==> src/rtl/bridge_pkg.sv <==
package bridge_pkg;

    localparam int NUM_LEGS = 2;

    typedef enum logic [1:0] {
        LEG_OFF  = 2'b00,
        LEG_HIGH = 2'b01,
        LEG_LOW  = 2'b10
    } leg_state_t;

    typedef struct packed {
        logic park;
        logic run;
        logic cmd_b;
        logic cmd_a;
    } pin_bundle_t;

    localparam int PIN_W = $bits(pin_bundle_t);

    // Pull defaults: commands high, parked, not running
    localparam pin_bundle_t PIN_IDLE = '{park: 1'b1, run: 1'b0, cmd_b: 1'b1, cmd_a: 1'b1};

    function automatic leg_state_t leg_decode(input logic allow, input logic cmd);
        if (!allow)
            return LEG_OFF;
        return cmd ? LEG_HIGH : LEG_LOW;
    endfunction

endpackage

==> src/rtl/bridge_sync.sv <==
module bridge_sync #(
    parameter int              WIDTH     = 4,
    parameter int              STAGES    = 2,
    parameter logic [WIDTH-1:0] RESET_VAL = '0
) (
    input  logic             clk,
    input  logic             rst,
    input  logic [WIDTH-1:0] d,
    output logic [WIDTH-1:0] q
);
    logic [WIDTH-1:0] stage_q [STAGES];

    always_ff @(posedge clk) begin
        if (rst) begin
            for (int i = 0; i < STAGES; i++)
                stage_q[i] <= RESET_VAL;
        end else begin
            stage_q[0] <= d;
            for (int i = 1; i < STAGES; i++)
                stage_q[i] <= stage_q[i-1];
        end
    end

    assign q = stage_q[STAGES-1];
endmodule

==> src/rtl/bridge_pod_timer.sv <==
module bridge_pod_timer #(
    parameter int DELAY = 32
) (
    input  logic clk,
    input  logic rst,
    output logic done
);
    localparam int CW = $clog2(DELAY + 1);
    localparam logic [CW-1:0] LAST = CW'(DELAY);

    logic [CW-1:0] count_q;

    always_ff @(posedge clk) begin
        if (rst)
            count_q <= '0;
        else if (count_q != LAST)
            count_q <= count_q + 1'b1;
    end

    assign done = (count_q == LAST);
endmodule

==> src/rtl/bridge_fault_latch.sv <==
module bridge_fault_latch (
    input  logic clk,
    input  logic rst,
    input  logic arm,
    input  logic short_hit,
    input  logic temp_over,
    input  logic temp_below_hys,
    input  logic park_fall,
    input  logic run_rise,
    output logic sc_q,
    output logic ot_q
);
    logic sc_clear, ot_clear;

    assign sc_clear = park_fall | run_rise;
    assign ot_clear = (run_rise & ~temp_over) | (park_fall & temp_below_hys);

    always_ff @(posedge clk) begin
        if (rst || !arm) begin
            sc_q <= 1'b0;
            ot_q <= 1'b0;
        end else begin
            // a new detection wins over a clearing edge in the same cycle
            if (short_hit)
                sc_q <= 1'b1;
            else if (sc_clear)
                sc_q <= 1'b0;
            if (temp_over)
                ot_q <= 1'b1;
            else if (ot_clear)
                ot_q <= 1'b0;
        end
    end
endmodule

==> src/rtl/bridge_leg_decode.sv <==
module bridge_leg_decode
    import bridge_pkg::*;
#(
    parameter int LEGS = NUM_LEGS
) (
    input  logic            allow,
    input  logic [LEGS-1:0] cmd,
    output leg_state_t      state [LEGS],
    output logic [LEGS-1:0] hs_en,
    output logic [LEGS-1:0] ls_en
);
    for (genvar g = 0; g < LEGS; g++) begin : g_leg
        assign state[g] = leg_decode(allow, cmd[g]);
        assign hs_en[g] = (state[g] == LEG_HIGH);
        assign ls_en[g] = (state[g] == LEG_LOW);
    end
endmodule

==> src/rtl/bridge_cmd_core.sv <==
module bridge_cmd_core
    import bridge_pkg::*;
#(
    parameter int SYNC_STAGES = 2,
    parameter int POD_CYCLES  = 32
) (
    input  logic       clk,
    input  logic       rst,
    input  logic       cmd_a,
    input  logic       cmd_b,
    input  logic       park_req,
    input  logic       run_en,
    input  logic       short_hit,
    input  logic       temp_over,
    input  logic       temp_below_hys,
    input  logic       supply_low,
    output logic [1:0] leg_a_state,
    output logic [1:0] leg_b_state,
    output logic [1:0] hs_en,
    output logic [1:0] ls_en,
    output logic       sleep_req,
    output logic       flag_pull_low
);
    pin_bundle_t pins_raw, pins_s;
    logic        park_s, run_s, park_prev, run_prev;
    logic        park_fall, run_rise;
    logic        pod_done, sc_q, ot_q, allow;
    leg_state_t  leg_st [NUM_LEGS];

    assign pins_raw = '{park: park_req, run: run_en, cmd_b: cmd_b, cmd_a: cmd_a};

    bridge_sync #(
        .WIDTH    (PIN_W),
        .STAGES   (SYNC_STAGES),
        .RESET_VAL(PIN_IDLE)
    ) sync_i (
        .clk(clk),
        .rst(rst),
        .d  (pins_raw),
        .q  (pins_s)
    );

    assign park_s = pins_s.park;
    assign run_s  = pins_s.run;

    always_ff @(posedge clk) begin
        if (rst) begin
            park_prev <= PIN_IDLE.park;
            run_prev  <= PIN_IDLE.run;
        end else begin
            park_prev <= park_s;
            run_prev  <= run_s;
        end
    end

    assign park_fall = park_prev & ~park_s;
    assign run_rise  = ~run_prev & run_s;

    bridge_pod_timer #(.DELAY(POD_CYCLES)) pod_i (
        .clk (clk),
        .rst (rst),
        .done(pod_done)
    );

    bridge_fault_latch latch_i (
        .clk           (clk),
        .rst           (rst),
        .arm           (pod_done),
        .short_hit     (short_hit),
        .temp_over     (temp_over),
        .temp_below_hys(temp_below_hys),
        .park_fall     (park_fall),
        .run_rise      (run_rise),
        .sc_q          (sc_q),
        .ot_q          (ot_q)
    );

    assign allow = pod_done & ~park_s & run_s & ~sc_q & ~ot_q & ~supply_low;

    bridge_leg_decode #(.LEGS(NUM_LEGS)) dec_i (
        .allow(allow),
        .cmd  ({pins_s.cmd_b, pins_s.cmd_a}),
        .state(leg_st),
        .hs_en(hs_en),
        .ls_en(ls_en)
    );

    assign leg_a_state   = leg_st[0];
    assign leg_b_state   = leg_st[1];
    assign sleep_req     = ~run_s;
    assign flag_pull_low = sc_q | ot_q | supply_low;
endmodule

==> config.mk <==
export PLATFORM = sky130hd
export DESIGN_NAME = bridge_cmd_core
export DESIGN_NICKNAME = d
export VERILOG_FILES = /design/src/rtl/bridge_pkg.sv /design/src/rtl/bridge_sync.sv /design/src/rtl/bridge_pod_timer.sv /design/src/rtl/bridge_fault_latch.sv /design/src/rtl/bridge_leg_decode.sv /design/src/rtl/bridge_cmd_core.sv
export SDC_FILE = /design/constraint.sdc
export NUM_CORES = 1
export LEC_CHECK = 0
export BUFFER_PORTS_ARGS = -buffer_cell sky130_fd_sc_hd__buf_2
export CELL_PAD_IN_SITES_DETAIL_PLACEMENT = 0
export CELL_PAD_IN_SITES_GLOBAL_PLACEMENT = 2
export CORE_MARGIN = 10
export CORE_UTILIZATION = 30
export DETAILED_ROUTE_END_ITERATION = 7
export PLACE_DENSITY_LB_ADDON = 0.1
export SLEW_MARGIN = 20
export SYNTH_ARGS = -nofsm -noshare
export SYNTH_HDL_FRONTEND = slang
export SYNTH_HIERARCHICAL = 1
export SYNTH_SLANG_ARGS = --single-unit
==> constraint.sdc <==
create_clock -name clk -period 1.7 [get_ports clk]
set_input_delay 0.085 -clock clk [delete_from_list [all_inputs] [get_ports clk]]
set_output_delay 0.085 -clock clk [all_outputs]
set_load 0.02 [all_outputs]
# Word-level counts from Yosys, hierarchy flattened
# Memories as Yosys holds them, arrays and structs flattened.
# Cells that the tools add are included.
# word_totals
regBits	10
ramBits	8
out_inout_bits	10
elab_cells	52
inputBits	10
memories	1
# memory_table
memory	depth	word_bits	rd	rd_ports_with_merged_regs	write_ports	line	text
sync_i.stage_q	2	4	2	0	2	bridge_sync.sv:11	logic [WIDTH-1:0] stage_q [STAGES];
# classes
add_sub_neg	1
mux	13
reduce_logical	4
n_eq_ne	6
n_bitwise	22
# op_table
operator	n
AND 1 bit	9
2-to-1 mux 2 bit	4
2-to-1 mux 4 bit	2
2-to-1 mux 1 bit	7
NOT 1 bit	7
adder 6 x 1 -> 6 bit, second input constant	1
equality test 6 bit, second input constant	1
inequality test 6 bit, second input constant	1
OR 1 bit	6
equality test 2 x 1 -> 1 bit, second input constant	2
equality test 2 bit, second input constant	2
nonzero test 2 bit	2
zero test 1 bit	1
logical OR 1 bit	1

# Longest topological paths before layout
# logic_depth
ltp_word	8
depth_mapped	8
mapped_depth_nobuf	6

# Cells and area by module
# Netlist, hierarchy kept.
# modules_own_cells
module	cells_per_inst	instances	area_each_um2	seq_area_each_um2
bridge_pod_timer	33	1	316.6	120.1
bridge_sync	20	1	240.2	160.2
bridge_cmd_core	10	1	88.8	40.0
bridge_fault_latch	10	1	76.3	40.0
bridge_leg_decode	8	1	62.6	0.0

# Least setup slack after synthesis
# No wires, ideal clock.
# synth_timing
path_kind	register to output
startpoint	register pod_i.count_q[0]
endpoint	output leg_a_state[0]
n_path_buf	2
path_slack_ns	0.218
stages_incl_launch_ff	9
t_arrival_ns	1.397
required_ns	1.615
path_cell_list	dfxtp_1 inv_1 ha_1 and4b_1 buf_6 nand2_1 nor3_2 and2_2 buf_4
# synth_between
elab_chain_cells	7
# synth_lines
item	line	text
start, declared	bridge_pod_timer.sv:11	logic [CW-1:0] count_q;
start signal, assigned	bridge_pod_timer.sv:17	count_q <= count_q + 1'b1;
equality test 6 bit	bridge_pod_timer.sv:20	assign done = (count_q == LAST);
net pod_done	bridge_cmd_core.sv:27	logic pod_done, sc_q, ot_q, allow;
AND 1 bit (5 in a row)	bridge_cmd_core.sv:78	assign allow = pod_done & ~park_s & run_s & ~sc_q & ~ot_q & ~supply_low;
net allow	bridge_cmd_core.sv:27	
2-to-1 mux 2 bit	bridge_pkg.sv:26	return cmd ? LEG_HIGH : LEG_LOW;
end, declared	bridge_cmd_core.sv:17	output logic [1:0] leg_a_state,
# The timed path passes the listed nets, and every way through them passes these cells.

# Worst setup path in the final report
# layout_timing
startpoint	register pod_i.count_q[0]
endpoint	output ls_en[1]
# layout_between
elab_chain_cells	8
# layout_lines
item	line	text
equality test 6 bit	bridge_pod_timer.sv:20	
net pod_done	bridge_cmd_core.sv:27	
AND 1 bit (5 in a row)	bridge_cmd_core.sv:78	
net allow	bridge_cmd_core.sv:27	
2-to-1 mux 2 bit	bridge_pkg.sv:26	
equality test 2 bit	bridge_leg_decode.sv:15	assign ls_en[g] = (state[g] == LEG_LOW);
end, declared	bridge_cmd_core.sv:20	output logic [1:0] ls_en,
# The timed path passes the listed nets, and every way through them passes these cells.

==> impl_results.md <==
- Slew Limit Fails: 0
- Switching portion of total power: 21.8%
- Via/cell ratio: 4.04
- Full die area: 5060 um^2
- # diodes: 0
- Final number of hold-violating endpoints: 0
- CP Capture Type: primary output
- Crit Path Category: flop to primary output
- Synth Area in Simple Gates: 29.0%
- Initial antenna violation count: 0
- Io pins: 20
- Nets@finish: 120
- Area grow syn2layout: 33.5%
- Clock Latency Late Sink: 0.29 ns
- Sw Pwr: 173 uW
- Comb pwr share: 11.0%
- All-Layer GR Usage: 6.24%
- Via count: 553
- Crit path time final: 1.64 ns
- RR Startpoint: pod_i/count_q[0]$_SDFFE_PP0P_
- Dominant synthesized flop cell: dfxtp_1
- Synth Instances: 81
- Endpoints failing setup: 0
- Initial Util: 31.7%
- Yosys cell types: 27
- Syn Area/Cell: 9.69 um^2
- Layout cell share with drive strength beyond 1: 43.0%
- Setup Skew: 0.00507 ns
- Die height: 71.1 um
- Worst Max-Slew Pin Slew: 0.277 ns
- Adder-cell share of the synthesized area: 3.19%
- Placed cell count: 121
- Synth top area cells: dfxtp_1 46%, buf_4 7.7%, or2_1 4.8%
- Final core utilization: 42.3%
- Clock power share: 32.6%
- R2r setup slk: 0.31 ns
- Drt total wl: 1510 um
- Core ar.: 2480 um^2
- TritonCTS Buffers: 3
- Synth Register Bits: 18
- Max Cap Viol: 0
- TritonCTS clock tree: yes
- Ratio of final minimum period to clock period: 96.3%
- Grt ovf: 0
- Seq pwr share: 56.4%
- Post-synthesis mux area share: 3.19%
- Post-synth top area cell: dfxtp_1
- Sequential share of the synthesized area: 45.9%
- Fmax: 0.611 GHz
- I/O Buffers: 19
- Netlist Area Pre-Place: 785 um^2
- Leakage: 0.449 nW
- RSZ-0062 raised after global routing: yes
- Critical-path maximum fanout: 4
- Final cell count without fillers: 137
- Global-route wire length before repair: 2590 um
- Post-synth top area share: 45.9%
- Worst R2R End: pod_i/count_q[0]$_SDFFE_PP0P_
- CTS clk-pin slew, worst paths: 0.10 ns
- Tot Pwr: 794 uW
- Largest family of logic cells by synthesized area: simple AND/OR/NAND/NOR gates
- Synth warn: 6
- Startpoint types: flop
- Slew HR: 81.5%
- Num rows: 18
- Sink Count: 18
- Max VDD drop: 0.000417 V
- Min-delay src: temp_over
- FFs w/ async S/R, synth: 0%
- Pwr dens: 758 nW/um^2
- Syn_nets: 93
- Root Buffer: clkbuf_4
- Placer congestion estimate: 0.676
- Complex-gate fraction of the synthesized area: 2.39%
- Hold Path End: latch_i/ot_q$_SDFFE_PP0P_
- Post-DP HPWL: 1070 um
- H-tree Lvls: 1
- Number of enable flip-flop cells after synthesis: 0
- Pint: 621 uW
- Final antenna-violating net count: 0
- # DRC: 0
- Largest net degree at the start of global routing: 21
- Avg WL per Cell: 11.1 um
- Drt first pass iters: 4
- Chip Width: 71.1 um
- Initial DRC count: 11
- Hold-critical path depth: 3
- CP arrival: 1.55 ns
- Status: finished, final reports clean
- Hold slack: 0.0124 ns
- Number of global-route vias before repair: 600
- Worst r2r path cells: 6
- CP Data Required Time: 1.62 ns
- CTS Buffer Depth: 2
- Xor/xnor share of the synthesized area: 3.35%
- Hold Crit Class: input pin to flop
==> metrics by stage <==
stage	setup TNS [ns]	setup slack, ns	cell area (um^2)
detailed placement	0	0.282	838
global placement	0	0.319	838
finish	0	0.0624	1050
global route	-0.324	-0.0545	1050
CTS	-0.315	-0.0501	1030
floorplan	0	0.218	785
==> area by class of cell <==
cell class / count / area, um^2
flip-flops and latches: 18 / 364
multi-input cells: 49 / 347
well taps: 30 / 37.5
inverters: 4 / 15.0
clock buffers: 4 / 36.3
fillers: 249 / 1430
repair buffers: 32 / 248
==> placed cells by master, fill, tap and decap left out <==
cell type,n
and2_4,2
dfxtp_1,15
nor3_1,3
nand2b_1,4
a31oi_1,1
nand3_1,2
clkbuf_8,1
nor2b_1,3
dfxtp_2,3
ha_1,1
mux2_4,1
nand2_1,2
dlygate4sd3_1,5
mux2i_1,1
nand2_2,1
nor2_1,9
nor4_1,1
inv_2,2
or2_1,6
buf_2,11
or2_2,1
xor2_1,2
clkbuf_4,3
buf_6,6
and2b_2,2
buf_4,10
a21oi_1,1
and4b_1,1
nor3_4,1
xnor2_1,1
or3_4,1
inv_1,2
ha_4,1
o21bai_1,1
==> power groups by stage <==
stage / Sequential [mW] / Clock (mW) / Combinational (mW)
final: 0.448 / 0.259 / 0.0873
after global routing: 0.451 / 0.293 / 0.0988
after CTS: 0.447 / 0.273 / 0.0864
after detailed placement: 0.457 / 0 / 0.0549
after global placement: 0.457 / 0 / 0.0553
after floorplan: 0.454 / 0 / 0.0443
==> how the worst max path moves through the flow <==
stage | start | to | cells past startpoint
floorplan | pod_i/count_q[0]$_SDFFE_PP0P_ | leg_a_state[0] | 8
global placement | pod_i/count_q[0]$_SDFFE_PP0P_ | ls_en[1] | 7
detailed placement | pod_i/count_q[0]$_SDFFE_PP0P_ | hs_en[0] | 7
CTS | pod_i/count_q[1]$_SDFFE_PP0P_ | ls_en[1] | 7
global route | pod_i/count_q[0]$_SDFFE_PP0P_ | leg_a_state[1] | 7
finish | pod_i/count_q[0]$_SDFFE_PP0P_ | ls_en[1] | 7
==> cells in the mapped netlist (all sizes together), types with 2 or more instances <==
| master | instances |
|---|---|
| nor3 | 4 |
| buf | 10 |
| nor2 | 9 |
| nor2b | 3 |
| nand2b | 4 |
| xor2 | 2 |
| ha | 2 |
| nand3 | 2 |
| and2 | 2 |
| or2 | 7 |
| dfxtp | 18 |
| inv | 4 |
| and2b | 2 |
| nand2 | 3 |
==> logic make-up after synthesis <==
logic type	count (synthesis)
AND/OR/NAND/NOR	39
flip-flops	18
buffers and inverters	14
AO/OA/AOI/OAI	3
XOR/XNOR	3
multiplexers	2
adder cells (fa/ha/maj)	2
==> registers in the layout, indices dropped and copies added, names as in the netlist <==
register / count
sync_i/stage_q: 8
pod_i/count_q: 6
latch_i/ot_q: 1
latch_i/sc_q: 1
run_prev: 1
park_prev: 1
==> worst max-delay path, cell delays in order, from the launching register on <==
cell and delay [ns]:
dfxtp_2 0.34, inv_2 0.07, ha_4 0.11, and4b_1 0.21, nand2_2 0.07, nor3_4 0.15, and2b_2 0.20, buf_6 0.12
==> routing by layer <==
metal	global-route usage [%]	vias to the layer above	routed length (um)
li1	-	301	-
met1	6.81	238	683
met2	10.3	12	721
met3	2.37	2	97
met4	3.23	0	12
met5	0	-	0
==> what timing repair did <==
action / in CTS / in global routing
pin swaps: 4 / 2
gates resized for setup: 22 / 3
setup buffers: 6 / 1
endpoints found under the hold margin: 5 / 0
setup endpoints to repair: 8 / 8
hold buffers: 5 / 0
Note: power is estimated with default switching activity, not from simulation.
